===== config.mk =====
export PLATFORM = sky130hd
export DESIGN_NAME = owr_rom_layer
export DESIGN_NICKNAME = d
export VERILOG_FILES = /design/src/rtl/owr_pkg.sv /design/src/rtl/owr_id_rom.sv /design/src/rtl/owr_cmd_dec.sv /design/src/rtl/owr_seq.sv /design/src/rtl/owr_rom_layer.sv
export SDC_FILE = /design/constraint.sdc
export NUM_CORES = 1
export LEC_CHECK = 0
export BUFFER_PORTS_ARGS = -buffer_cell sky130_fd_sc_hd__clkbuf_2
export CORE_UTILIZATION = 57
export CTS_CLUSTER_DIAMETER = 60
export DETAILED_ROUTE_END_ITERATION = 10
export GPL_TIMING_DRIVEN = 0
export PLACE_DENSITY = 0.8
export SLEW_MARGIN = 20
export SYNTH_ARGS = -nofsm -noshare
export SYNTH_HDL_FRONTEND = slang
export SYNTH_SLANG_ARGS = --single-unit

===== constraint.sdc =====
create_clock -name clk_i -period 3.2 [get_ports clk_i]
set_clock_uncertainty 0.1 [all_clocks]
set_input_delay 0.48 -clock clk_i [delete_from_list [all_inputs] [get_ports clk_i]]
set_output_delay 0.48 -clock clk_i [all_outputs]
set_load 0.1 [all_outputs]

===== src/rtl/owr_pkg.sv =====
package owr_pkg;
  localparam logic [7:0] CODE_READ   = 8'h33;
  localparam logic [7:0] CODE_MATCH  = 8'h55;
  localparam logic [7:0] CODE_SKIP   = 8'hCC;
  localparam logic [7:0] CODE_SEARCH = 8'hF0;
  localparam logic [7:0] CODE_COND   = 8'hEC;

  typedef enum logic [2:0] {
    CMD_NONE, CMD_READ, CMD_MATCH, CMD_SKIP, CMD_SEARCH
  } cmd_e;

  typedef enum logic [2:0] {
    ST_IDLE, ST_RD, ST_MT, ST_SID, ST_SCMP, ST_SDIR, ST_SEL, ST_OUT
  } st_e;

  function automatic logic [7:0] crc8_lsb(input logic [55:0] d);
    logic [7:0] c;
    logic fb;
    c = 8'h00;
    for (int i = 0; i < 56; i++) begin
      fb = c[0] ^ d[i];
      c  = c >> 1;
      if (fb) c = c ^ 8'h8C;
    end
    return c;
  endfunction
endpackage


===== src/rtl/owr_id_rom.sv =====
module owr_id_rom #(
  parameter logic [7:0]  FAMILY = 8'h12,
  parameter logic [47:0] SERIAL = 48'h0
) (
  output logic [63:0] id_o
);
  localparam logic [55:0] BODY = {SERIAL, FAMILY};
  localparam logic [7:0]  CRC  = owr_pkg::crc8_lsb(BODY);

  assign id_o = {CRC, BODY};
endmodule


===== src/rtl/owr_cmd_dec.sv =====
module owr_cmd_dec
  import owr_pkg::*;
(
  input  logic [7:0] byte_i,
  input  logic [2:0] cfg_i,
  input  logic       src_level_i,
  output cmd_e       cmd_o
);
  logic hidden;
  assign hidden = (cfg_i[2:1] == 2'b00);

  always_comb begin
    unique case (byte_i)
      CODE_READ:   cmd_o = hidden ? CMD_NONE : CMD_READ;
      CODE_MATCH:  cmd_o = CMD_MATCH;
      CODE_SKIP:   cmd_o = hidden ? CMD_NONE : CMD_SKIP;
      CODE_SEARCH: cmd_o = hidden ? CMD_NONE : CMD_SEARCH;
      CODE_COND:   cmd_o = (src_level_i == cfg_i[0]) ? CMD_SEARCH : CMD_NONE;
      default:     cmd_o = CMD_NONE;
    endcase
  end
endmodule


===== src/rtl/owr_seq.sv =====
module owr_seq
  import owr_pkg::*;
#(
  parameter int ID_W = 64
) (
  input  logic            clk_i,
  input  logic            rst_ni,
  input  logic            bus_rst_i,
  input  logic            byte_vld_i,
  input  cmd_e            cmd_i,
  input  logic            wbit_vld_i,
  input  logic            wbit_i,
  input  logic            rslot_i,
  input  logic [ID_W-1:0] id_i,
  output logic            rbit_o,
  output logic            selected_o,
  output logic            dropped_o
);
  localparam int IDX_W = $clog2(ID_W);

  st_e              st_q;
  logic [IDX_W-1:0] idx_q;
  logic             last;
  logic             cur;

  assign last = (idx_q == IDX_W'(ID_W - 1));
  assign cur  = id_i[idx_q];

  always_ff @(posedge clk_i or negedge rst_ni) begin
    if (!rst_ni) begin
      st_q  <= ST_IDLE;
      idx_q <= '0;
    end else if (bus_rst_i) begin
      st_q  <= ST_IDLE;
      idx_q <= '0;
    end else begin
      unique case (st_q)
        ST_IDLE: if (byte_vld_i) begin
          idx_q <= '0;
          unique case (cmd_i)
            CMD_READ:   st_q <= ST_RD;
            CMD_MATCH:  st_q <= ST_MT;
            CMD_SKIP:   st_q <= ST_SEL;
            CMD_SEARCH: st_q <= ST_SID;
            default:    st_q <= ST_OUT;
          endcase
        end
        ST_RD: if (rslot_i) begin
          if (last) st_q <= ST_SEL;
          else      idx_q <= idx_q + IDX_W'(1);
        end
        ST_MT: if (wbit_vld_i) begin
          if (wbit_i != cur) st_q <= ST_OUT;
          else if (last)     st_q <= ST_SEL;
          else               idx_q <= idx_q + IDX_W'(1);
        end
        ST_SID:  if (rslot_i) st_q <= ST_SCMP;
        ST_SCMP: if (rslot_i) st_q <= ST_SDIR;
        ST_SDIR: if (wbit_vld_i) begin
          if (wbit_i != cur) st_q <= ST_OUT;
          else if (last)     st_q <= ST_SEL;
          else begin
            st_q  <= ST_SID;
            idx_q <= idx_q + IDX_W'(1);
          end
        end
        default: ;
      endcase
    end
  end

  always_comb begin
    unique case (st_q)
      ST_RD, ST_SID: rbit_o = cur;
      ST_SCMP:       rbit_o = ~cur;
      default:       rbit_o = 1'b1;
    endcase
  end

  assign selected_o = (st_q == ST_SEL);
  assign dropped_o  = (st_q == ST_OUT);

  assert_bus_rst_clears_R11: assert property (@(posedge clk_i) disable iff (!rst_ni)
    bus_rst_i |=> (!selected_o && !dropped_o && rbit_o));

  assert_drop_sticky_R9: assert property (@(posedge clk_i) disable iff (!rst_ni)
    (dropped_o && !bus_rst_i) |=> (dropped_o && rbit_o));

  assert_sel_sticky_R10: assert property (@(posedge clk_i) disable iff (!rst_ni)
    (selected_o && !bus_rst_i) |=> (selected_o && rbit_o));

  assert_skip_selects_R4: assert property (@(posedge clk_i) disable iff (!rst_ni)
    (st_q == ST_IDLE && byte_vld_i && cmd_i == CMD_SKIP && !bus_rst_i) |=> selected_o);

  assert_unanswered_drops_R8: assert property (@(posedge clk_i) disable iff (!rst_ni)
    (st_q == ST_IDLE && byte_vld_i && cmd_i == CMD_NONE && !bus_rst_i) |=> dropped_o);

  assert_cmp_follows_id_R6: assert property (@(posedge clk_i) disable iff (!rst_ni)
    (st_q == ST_SID && rslot_i && !bus_rst_i) |=> (rbit_o == !$past(rbit_o)));
endmodule


===== src/rtl/owr_rom_layer.sv =====
module owr_rom_layer #(
  parameter logic [7:0]  FAMILY = 8'h12,
  parameter logic [47:0] SERIAL = 48'hA1B2_C3D4_E5F6
) (
  input  logic       clk_i,
  input  logic       rst_ni,
  input  logic       bus_rst_i,
  input  logic       byte_vld_i,
  input  logic [7:0] byte_i,
  input  logic       wbit_vld_i,
  input  logic       wbit_i,
  input  logic       rslot_i,
  input  logic [2:0] cfg_i,
  input  logic       src_level_i,
  output logic       rbit_o,
  output logic       selected_o,
  output logic       dropped_o
);
  localparam int ID_W = 64;

  logic [ID_W-1:0] id;
  owr_pkg::cmd_e   cmd;

  owr_id_rom #(.FAMILY(FAMILY), .SERIAL(SERIAL)) u_id (.id_o(id));

  owr_cmd_dec u_dec (
    .byte_i     (byte_i),
    .cfg_i      (cfg_i),
    .src_level_i(src_level_i),
    .cmd_o      (cmd)
  );

  owr_seq #(.ID_W(ID_W)) u_seq (
    .clk_i     (clk_i),
    .rst_ni    (rst_ni),
    .bus_rst_i (bus_rst_i),
    .byte_vld_i(byte_vld_i),
    .cmd_i     (cmd),
    .wbit_vld_i(wbit_vld_i),
    .wbit_i    (wbit_i),
    .rslot_i   (rslot_i),
    .id_i      (id),
    .rbit_o    (rbit_o),
    .selected_o(selected_o),
    .dropped_o (dropped_o)
  );
endmodule


Word-level counts from Yosys, hierarchy flattened --
Memory sizes are Yosys's and may differ from the RTL's. Index checks and enable logic that the tools add are counted. W data, S select, Z words.
Storage, ports and cells: bits in registers 9, memory bits (read-only) 64, input bits 19, output and inout bits 3, logic and storage cells 68, memories kept 1
Memories:
- (name not given) | depth 64, width 1, read ports 1, clocked after memory_dff 0, write ports 0, line owr_seq.sv:27 | assign cur = id_i[idx_q];
Operators by class: add/sub/neg operators 1, $lt $le $gt $ge 1, equality and inequality tests 27, muxes and demuxes 27, bitwise gates (word level) 1, reduce and logical (&&, ||, !) cells 8
Operators by type and width (count):
- $mux W3 | 13
- $mux W6 | 6
- $eq A8 B8 Y1 const B | 3
- $ne A3 B3 Y1 const B | 7
- $pmux W3 S6 | 1
- $pmux W6 S3 | 1
- $eq A3 B3 Y1 const B | 5
- $pmux W3 S5 | 1
- $eq A3 B2 Y1 const B | 4
- $pmux W3 S4 | 1
- $eq A8 B6 Y1 const B | 1
- $eq A8 B7 Y1 const B | 1
- $lt A6 B7 Y1 const B | 1
- $reduce_and A7 Y1 | 1
- $reduce_bool A7 Y1 | 1
- $add A6 B1 Y6 const B | 1
- $eq A3 B1 Y1 const B | 2
- $eq A6 B6 Y1 const B | 1
- $reduce_and A5 Y1 | 1
- $reduce_bool A4 Y1 | 1
- $reduce_or A2 Y1 | 2
- $logic_not A3 Y1 | 1
- $ne A3 B1 Y1 const B | 1
- $logic_not A2 Y1 | 1
- 6 further kinds | 7

Logic depth before layout (Yosys ltp) --
Gate-level depths: netlist of the first run.
depth in word-level cells 8, depth in mapped cells 9, depth with buffers taken out 8

By module --
A second synthesis of the first run with hierarchy kept.
Second synthesis, totals: cell total of the unflattened synthesis 250, area total of the unflattened synthesis 2043.2 µm²
By module, submodules not included:
- owr_seq | instances 1, cells an instance 167, area each 1432.6 µm², seq. area each 225.2 µm²
- owr_id_rom | instances 1, cells an instance 66, area each 488.0 µm², seq. area each 0.0 µm²
- owr_cmd_dec | instances 1, cells an instance 17, area each 122.6 µm², seq. area each 0.0 µm²

Worst setup path after synthesis of the first run --
Ideal clock, no wire load.
path type flip-flop to output port, start point reg u_seq.idx_q[0], end point out rbit_o, arrival time 3.096 ns, data required time 2.620 ns, setup slack -0.476 ns, stages on the path, launching flop included 8, path buffers 0, cell sequence dfrtp_1 > inv_1 > ha_1 > nor3b_2 > a311oi_2 > o32ai_2 > nor4_1 > a31oi_1
Between the ends: word-level cells in the longest chain between the ends 4
RTL lines:
- from (decl) | line owr_seq.sv:22 | logic [IDX_W-1:0] idx_q;
- from (signal assigned) | line owr_seq.sv:50 | else idx_q <= idx_q + IDX_W'(1);
- from (signal assigned) | line owr_seq.sv:55 | else idx_q <= idx_q + IDX_W'(1);
- from (signal assigned) | line owr_seq.sv:64 | idx_q <= idx_q + IDX_W'(1);
- $mem_v2 Z64 W1 (*)
- $mux W1 (not written as such) (*) | line owr_seq.sv:27
- $not A1 Y1 | line owr_seq.sv:75 | ST_SCMP: rbit_o = ~cur;
- $pmux W1 S2 (*) | line owr_seq.sv:73 | unique case (st_q)
- to (decl) | line owr_rom_layer.sv:15 | output logic rbit_o,
Mark *: on every way between the ends. The rest lies on a longest branch, timed or not. The select of a mux whose other input is x is not followed.

Worst setup path in the final report of the first run --
Ends and elaborated chain as after synthesis.

==> results of run 1 <==
==> cells in the mapped netlist (all sizes together), types with 2 or more instances <==
cell type and instances:
a32o 4, nand3 4, clkinv 2, o41ai 2, nand2 11, clkbuf 3, inv 7, nand2b 6
o211ai 4, a31oi 2, o21a 2, buf 5, and2 2, xnor2 2, nor4bb 3, nor3 8
nor2 15, o2111ai 3, nor2b 2, or2b 2, mux2 3, a21oi 8, dfrtp 9, o21ai 11
a311oi 3, o22ai 2, or4 3, mux2i 4, o32ai 2, ha 9, nand4 2
==> registers in the layout (all words and copies together), names as in the netlist <==
name and flops:
u_seq.idx_q 6, u_seq.st_q 3
==> final cells by class <==
cell class              instances  area, sq um
plain buffers                   9        61.31
clock buffers                   4        26.28
fillers                       181        683.2
inverters                       9        33.78
multi-input cells             137         1055
flip-flops and latches          9        226.5
well taps                      28        35.03
repair buffers                 21        112.6
==> report_power, final <==
| part | leakage (nW) | internal (W) | switching (W) |
|---|---|---|---|
| combinational | 0.486 | 0.000287 | 0.000498 |
| sequential | 0.120 | 0.000142 | 0.0000287 |
| clock | 0.0150 | 0.0000480 | 0.0000389 |
==> logic make-up after synthesis <==
logic type,share of synthesized area
buf+inv,0.07038
xor+xnor,0.01945
simple gates,0.2972
flops,0.1667
mux,0.05740
compound gates,0.3056
fa+ha+maj,0.08333
==> critical path: stages, from the launching register on <==
cell      delay, ps
dfrtp_2         460
inv_1           180
ha_1            300
mux2_2          300
o221ai_1        260
o32ai_4         170
a31oi_2         200
clkbuf_4        340
==> metal layers <==
metal	routed length, microns	track usage	up-vias
met4	39	0.08333	0
met3	156	0.02424	6
met1	1275	0.3204	642
li1	-	-	682
met2	1594	0.4644	54
met5	0	0	-
==> what timing repair did <==
item / CTS / global route
endpoints found under the hold margin: 9 / 0
resized for setup: 1 / 3
gates cloned: 0 / 0
hold buffers: 1 / 0
setup endpoints to repair: 1 / 1
==> worst max path at each step <==
stage	from	to	slack, ps	cells past startpoint
floorplan	u_seq.st_q[0]	selected_o	-120	3
global placement	u_seq.idx_q[0]	rbit_o	220	8
detailed placement	u_seq.idx_q[0]	rbit_o	190	8
CTS	u_seq.idx_q[0]	rbit_o	40	8
global route	u_seq.idx_q[0]	rbit_o	10	8
finish	u_seq.idx_q[0]	rbit_o	150	7
==> metrics by stage <==
stage | hold WS (ps) | TNS (ps)
floorplan | 84.41 | -232.1
global placement | 238.7 | 0
detailed placement | 243.4 | 0
CTS | 500.0 | 0
global route | 536.2 | 0
finish | 508.8 | 0
==> flow_metrics.py, run 1 <==
metrics = {
    "critical_path": {
        "critPathMaxFanout": 8,
        "r2r_cells": 7,
        "worstSetupPathType": "reg -> out",
        "start_kind": "flip-flop",
        "r2r_slack_ps": 680,
        "cp-end-kind": "primary output",
        "critPathArrivalTime_ps": 2470,
        "r2r-end": "u_seq.st_q[0]",
        "r2r-start": "u_seq.st_q[2]",
        "crit_required_ps": 2620,
    },
    "drt": {
        "post-route-drc-count": 0,
        "via_count": 1384,
        "vias_per_cell": 6.378,
        "wl_per_cell_microns": 14.13,
        "antenna_left": 0,
        "dr.pass1.iters": 4,
        "drt-initial-drc-count": 38,
        "drt-total-wl_microns": 3066,
    },
    "layout": {
        "final_common_cell": "clkbuf_2",
        "layoutNonFillerInstCount": 217,
        "finalInstanceArea_sq_um": 1550,
        "drive_gt1_frac": 0.2751,
        "utilization": 0.6941,
        "layout_common_cells": "clkbuf_2, nor2_1, nand2_1, o21ai_0, ha_1",
        "antenna-diode-count": 0,
        "area_delta_synth_final_pct": 14.72,
        "finalNetCount": 218,
    },
    "pwr": {
        "finalPower_w": 0.001043,
        "leakage_nw": 0.6202,
        "peakVddDrop_uv": 460.8,
        "power_per_cell_area_nw_per_um2": 672.7,
    },
    "sta": {
        "period_share": 0.9533,
        "grt_setup_unrepaired": "no",
        "slew_violations": 0,
        "finalWorstSetupSlack_ps": 149.5,
        "hold_viol_final": 0,
        "tightest_slew_ps": 536.9,
        "fmax_ghz": 0.3278,
        "slew-limit-headroom": 0.6436,
        "setup_viol": 0,
        "min_period_ps": 3051,
    },
    "grt": {
        "grt_max_degree": 11,
        "grt_usage": 0.2586,
        "grt_pass1_wl_microns": 5195,
        "overflow": 0,
        "grt_pass1_vias": 1227,
        "antenna_found_initial": 0,
    },
    "place": {
        "dpl_worst_slack_ps": 192.0,
        "gp_congestion": 0.8457,
        "port_buffers": 20,
        "hpwl_microns": 2427,
        "dpl-instance-area_sq_um": 1493,
        "dp_cells": 212,
    },
    "clock_network": {
        "cts_root_buf": "clkbuf_4",
        "clock_latency_ps": 260,
        "cts_buffer_depth": 2,
        "clock-sinks": 9,
        "postCtsSetupBuffers": 0,
        "htreeDepth": 1,
        "cts-buffers-inserted": 3,
        "cts_tree": "done",
        "path_clk_slew_ps": 60,
    },
    "floorplan": {
        "io_pins": 22,
        "die_h_microns": 50.69,
        "die_x_microns": 50.69,
        "rows": 17,
        "die_area_sq_um": 2569,
        "fp.coreArea_sq_um": 2233,
        "initial_core_util": 0.6050,
    },
    "yosys": {
        "yosysSeqAreaShare": 0.1667,
        "netlist_instances": 164,
        "yosys-top-cells-area": "dfrtp_1, ha_1, nor2_1, o21ai_0, nand2_1",
        "synth_async_sr_flop_share": 1.000,
        "synth_area_leader_cell": "dfrtp_1",
        "ys_types": 60,
        "synth-main-ff-cell": "dfrtp_1",
        "netlist_area_sq_um": 1351,
        "syn_avg_cell_area_sq_um": 8.240,
        "yosys_warnings": 0,
        "synth_nets": 192,
        "synth_top_area_share": 0.1667,
        "synth_edf_count": 0,
        "ys_seq_elements": 9,
    },
    "flow_run": {
        "cap_violations": 0,
    },
    "hold_path": {
        "min_path_type": "in -> async",
    },
    "status": {
        "status": "completed",
    },
}
Power figures use the tool's default switching activity.
==> run 2, diff against run 1 <==
Settings changed: CTS_CLUSTER_SIZE set to 10, REMOVE_ABC_BUFFERS set to 1.
==> flow_metrics.py, run 2 (synthesis results as in run 1) <==
metrics = {
    "critical_path": {
        "cp-end-kind": "primary output",
        "critPathArrivalTime_ps": 2400,
        "crit_slowest_cell": "dfrtp_2",
        "r2r_cells": 6,
        "crit_required_ps": 2620,
        "crit_path_max_incr_delay_ps": 460,
        "r2r_slack_ps": 540,
        "start_kind": "flip-flop",
        "worstSetupPathType": "reg -> out",
        "r2r-end": "u_seq.st_q[0]",
        "crit_path_cell_trace": "inv_1 -> ha_1 -> nor3b_2 -> a311oi_2 -> o32ai_2 -> nor4_1 -> a31oi_1 -> buf_4",
        "critPathMaxFanout": 8,
        "r2r-start": "u_seq.st_q[1]",
    },
    "place": {
        "gp_congestion": 0.8619,
        "hpwl_microns": 2335,
        "dp_cells": 204,
        "dpl-instance-area_sq_um": 1430,
        "port_buffers": 21,
    },
    "floorplan": {
        "rows": 17,
        "die_area_sq_um": 2569,
        "fp.coreArea_sq_um": 2233,
        "initial_core_util": 0.6050,
        "die_x_microns": 50.69,
        "die_h_microns": 50.69,
        "io_pins": 22,
    },
    "layout": {
        "largest_register_ffs": 6,
        "final_common_cell": "clkbuf_2",
        "finalNetCount": 210,
        "antenna-diode-count": 0,
        "fillerInstances": 214,
        "finalInstanceArea_sq_um": 1470,
        "layoutNonFillerInstCount": 209,
        "reg.largest.list": "u_seq.idx_q: 6 flops, u_seq.st_q: 3 flops",
        "drive_gt1_frac": 0.2486,
        "layout_common_cells": "clkbuf_2, nor2_1, nand2_1, o21ai_0, ha_1",
        "largest-register": "u_seq.idx_q",
        "area_delta_synth_final_pct": 8.796,
    },
    "clock_network": {
        "cts-buffers-inserted": 3,
        "path_clk_slew_ps": 60,
        "clock-sinks": 9,
        "htreeDepth": 1,
        "cts_root_buf": "clkbuf_4",
        "cts_buffer_depth": 2,
        "clock_latency_ps": 260,
        "cts_tree": "done",
    },
    "sta": {
        "hold_viol_final": 0,
        "fmax_ghz": 0.3351,
        "setup_viol": 0,
        "tightest_slew_ps": 539.7,
        "slew_violations": 0,
        "period_share": 0.9324,
        "min_period_ps": 2984,
        "slew-limit-headroom": 0.6417,
        "grt_setup_unrepaired": "no",
    },
    "grt": {
        "grt_max_degree": 17,
        "grt_usage": 0.2592,
        "grt_pass1_vias": 1244,
        "antenna_found_initial": 0,
        "overflow": 0,
        "grt_pass1_wl_microns": 5195,
    },
    "drt": {
        "post-route-drc-count": 0,
        "wirelength_met1_microns": 1260,
        "antenna_left": 0,
        "drt-total-wl_microns": 2983,
        "drt-initial-drc-count": 34,
        "dr_wl_met3_microns": 130,
        "topRoutingLayerUsed": "met4",
        "wl_met2_microns": 1578,
        "via_count": 1312,
        "vias_per_cell": 6.278,
        "wl_per_cell_microns": 14.27,
        "dr.pass1.iters": 4,
    },
    "pwr": {
        "finalPower_w": 0.0009946,
        "peakVddDrop_uv": 470.0,
        "power_per_cell_area_nw_per_um2": 676.5,
        "leakage_nw": 0.5854,
    },
    "flow_run": {
        "cap_violations": 0,
    },
    "status": {
        "status": "completed",
    },
    "hold_path": {
        "min_path_type": "in -> async",
    },
}
run 2: layer usage:
metal | GRT usage | vias up
li1 | - | 664
met4 | 0.04630 | 0
met2 | 0.4889 | 42
met1 | 0.3074 | 602
met5 | 0 | -
met3 | 0.03939 | 4
run 2: layout make-up:
cell class	instances	area, sq um	area share
clock buffers	4	26.28	0.01787
multi-input cells	137	1031	0.7013
repair buffers	22	117.6	0.08000
inverters	9	33.78	0.02298
flip-flops and latches	9	226.5	0.1540
well taps	28	35.03	0.02383
run 2: worst max-delay path: cells and delay by family, from the launching register on:
| kind | cells | cell delay (ps) |
|---|---|---|
| buffers and inverters | 2 | 490 |
| AOI/OAI and AO/OA | 3 | 610 |
| DFF | 1 | 460 |
| and+or+nand+nor | 2 | 290 |
| adders and majority gates | 1 | 300 |
run 2: where the power goes:
group / leakage [nW] / switching, W / total, W / internal, W
logic: 0.451 / 0.000427 / 0.000693 / 0.000265
clock network: 0.0150 / 0.0000368 / 0.0000846 / 0.0000479
registers: 0.120 / 0.0000760 / 0.000217 / 0.000141
total: 0.585 / 0.000540 / 0.000995 / 0.000454
run 2: what timing repair did:
item                       in CTS  in global routing
hold endpoints to repair        9                  0
gates cloned                    0                  0
setup buffers                   0                  0
hold buffers                    1                  0
resized for setup               1                  2
setup endpoints to repair       1                  1
run 2: worst max-delay path by stage:
stage | from | endpoint | cells after the start
5_1_grt | u_seq.idx_q[0] | rbit_o | 8
3_5_place_dp | u_seq.idx_q[0] | rbit_o | 8
6_report | u_seq.idx_q[0] | rbit_o | 8
3_3_place_gp | u_seq.idx_q[0] | rbit_o | 8
2_1_floorplan | u_seq.idx_q[0] | rbit_o | 7
4_1_cts | u_seq.idx_q[0] | rbit_o | 8
run 2: through the flow:
stage	hold WS, ps	util	setup TNS [ps]	worst slack (ps)
floorplan	84.41	-	-918.1	-477.2
global placement	240.8	0.6403	0	325.6
detailed placement	244.9	0.6403	0	222.4
CTS	505.0	0.6577	0	69.61
global route	527.9	0.6583	0	57.10
finish	523.2	0.6583	0	216.2
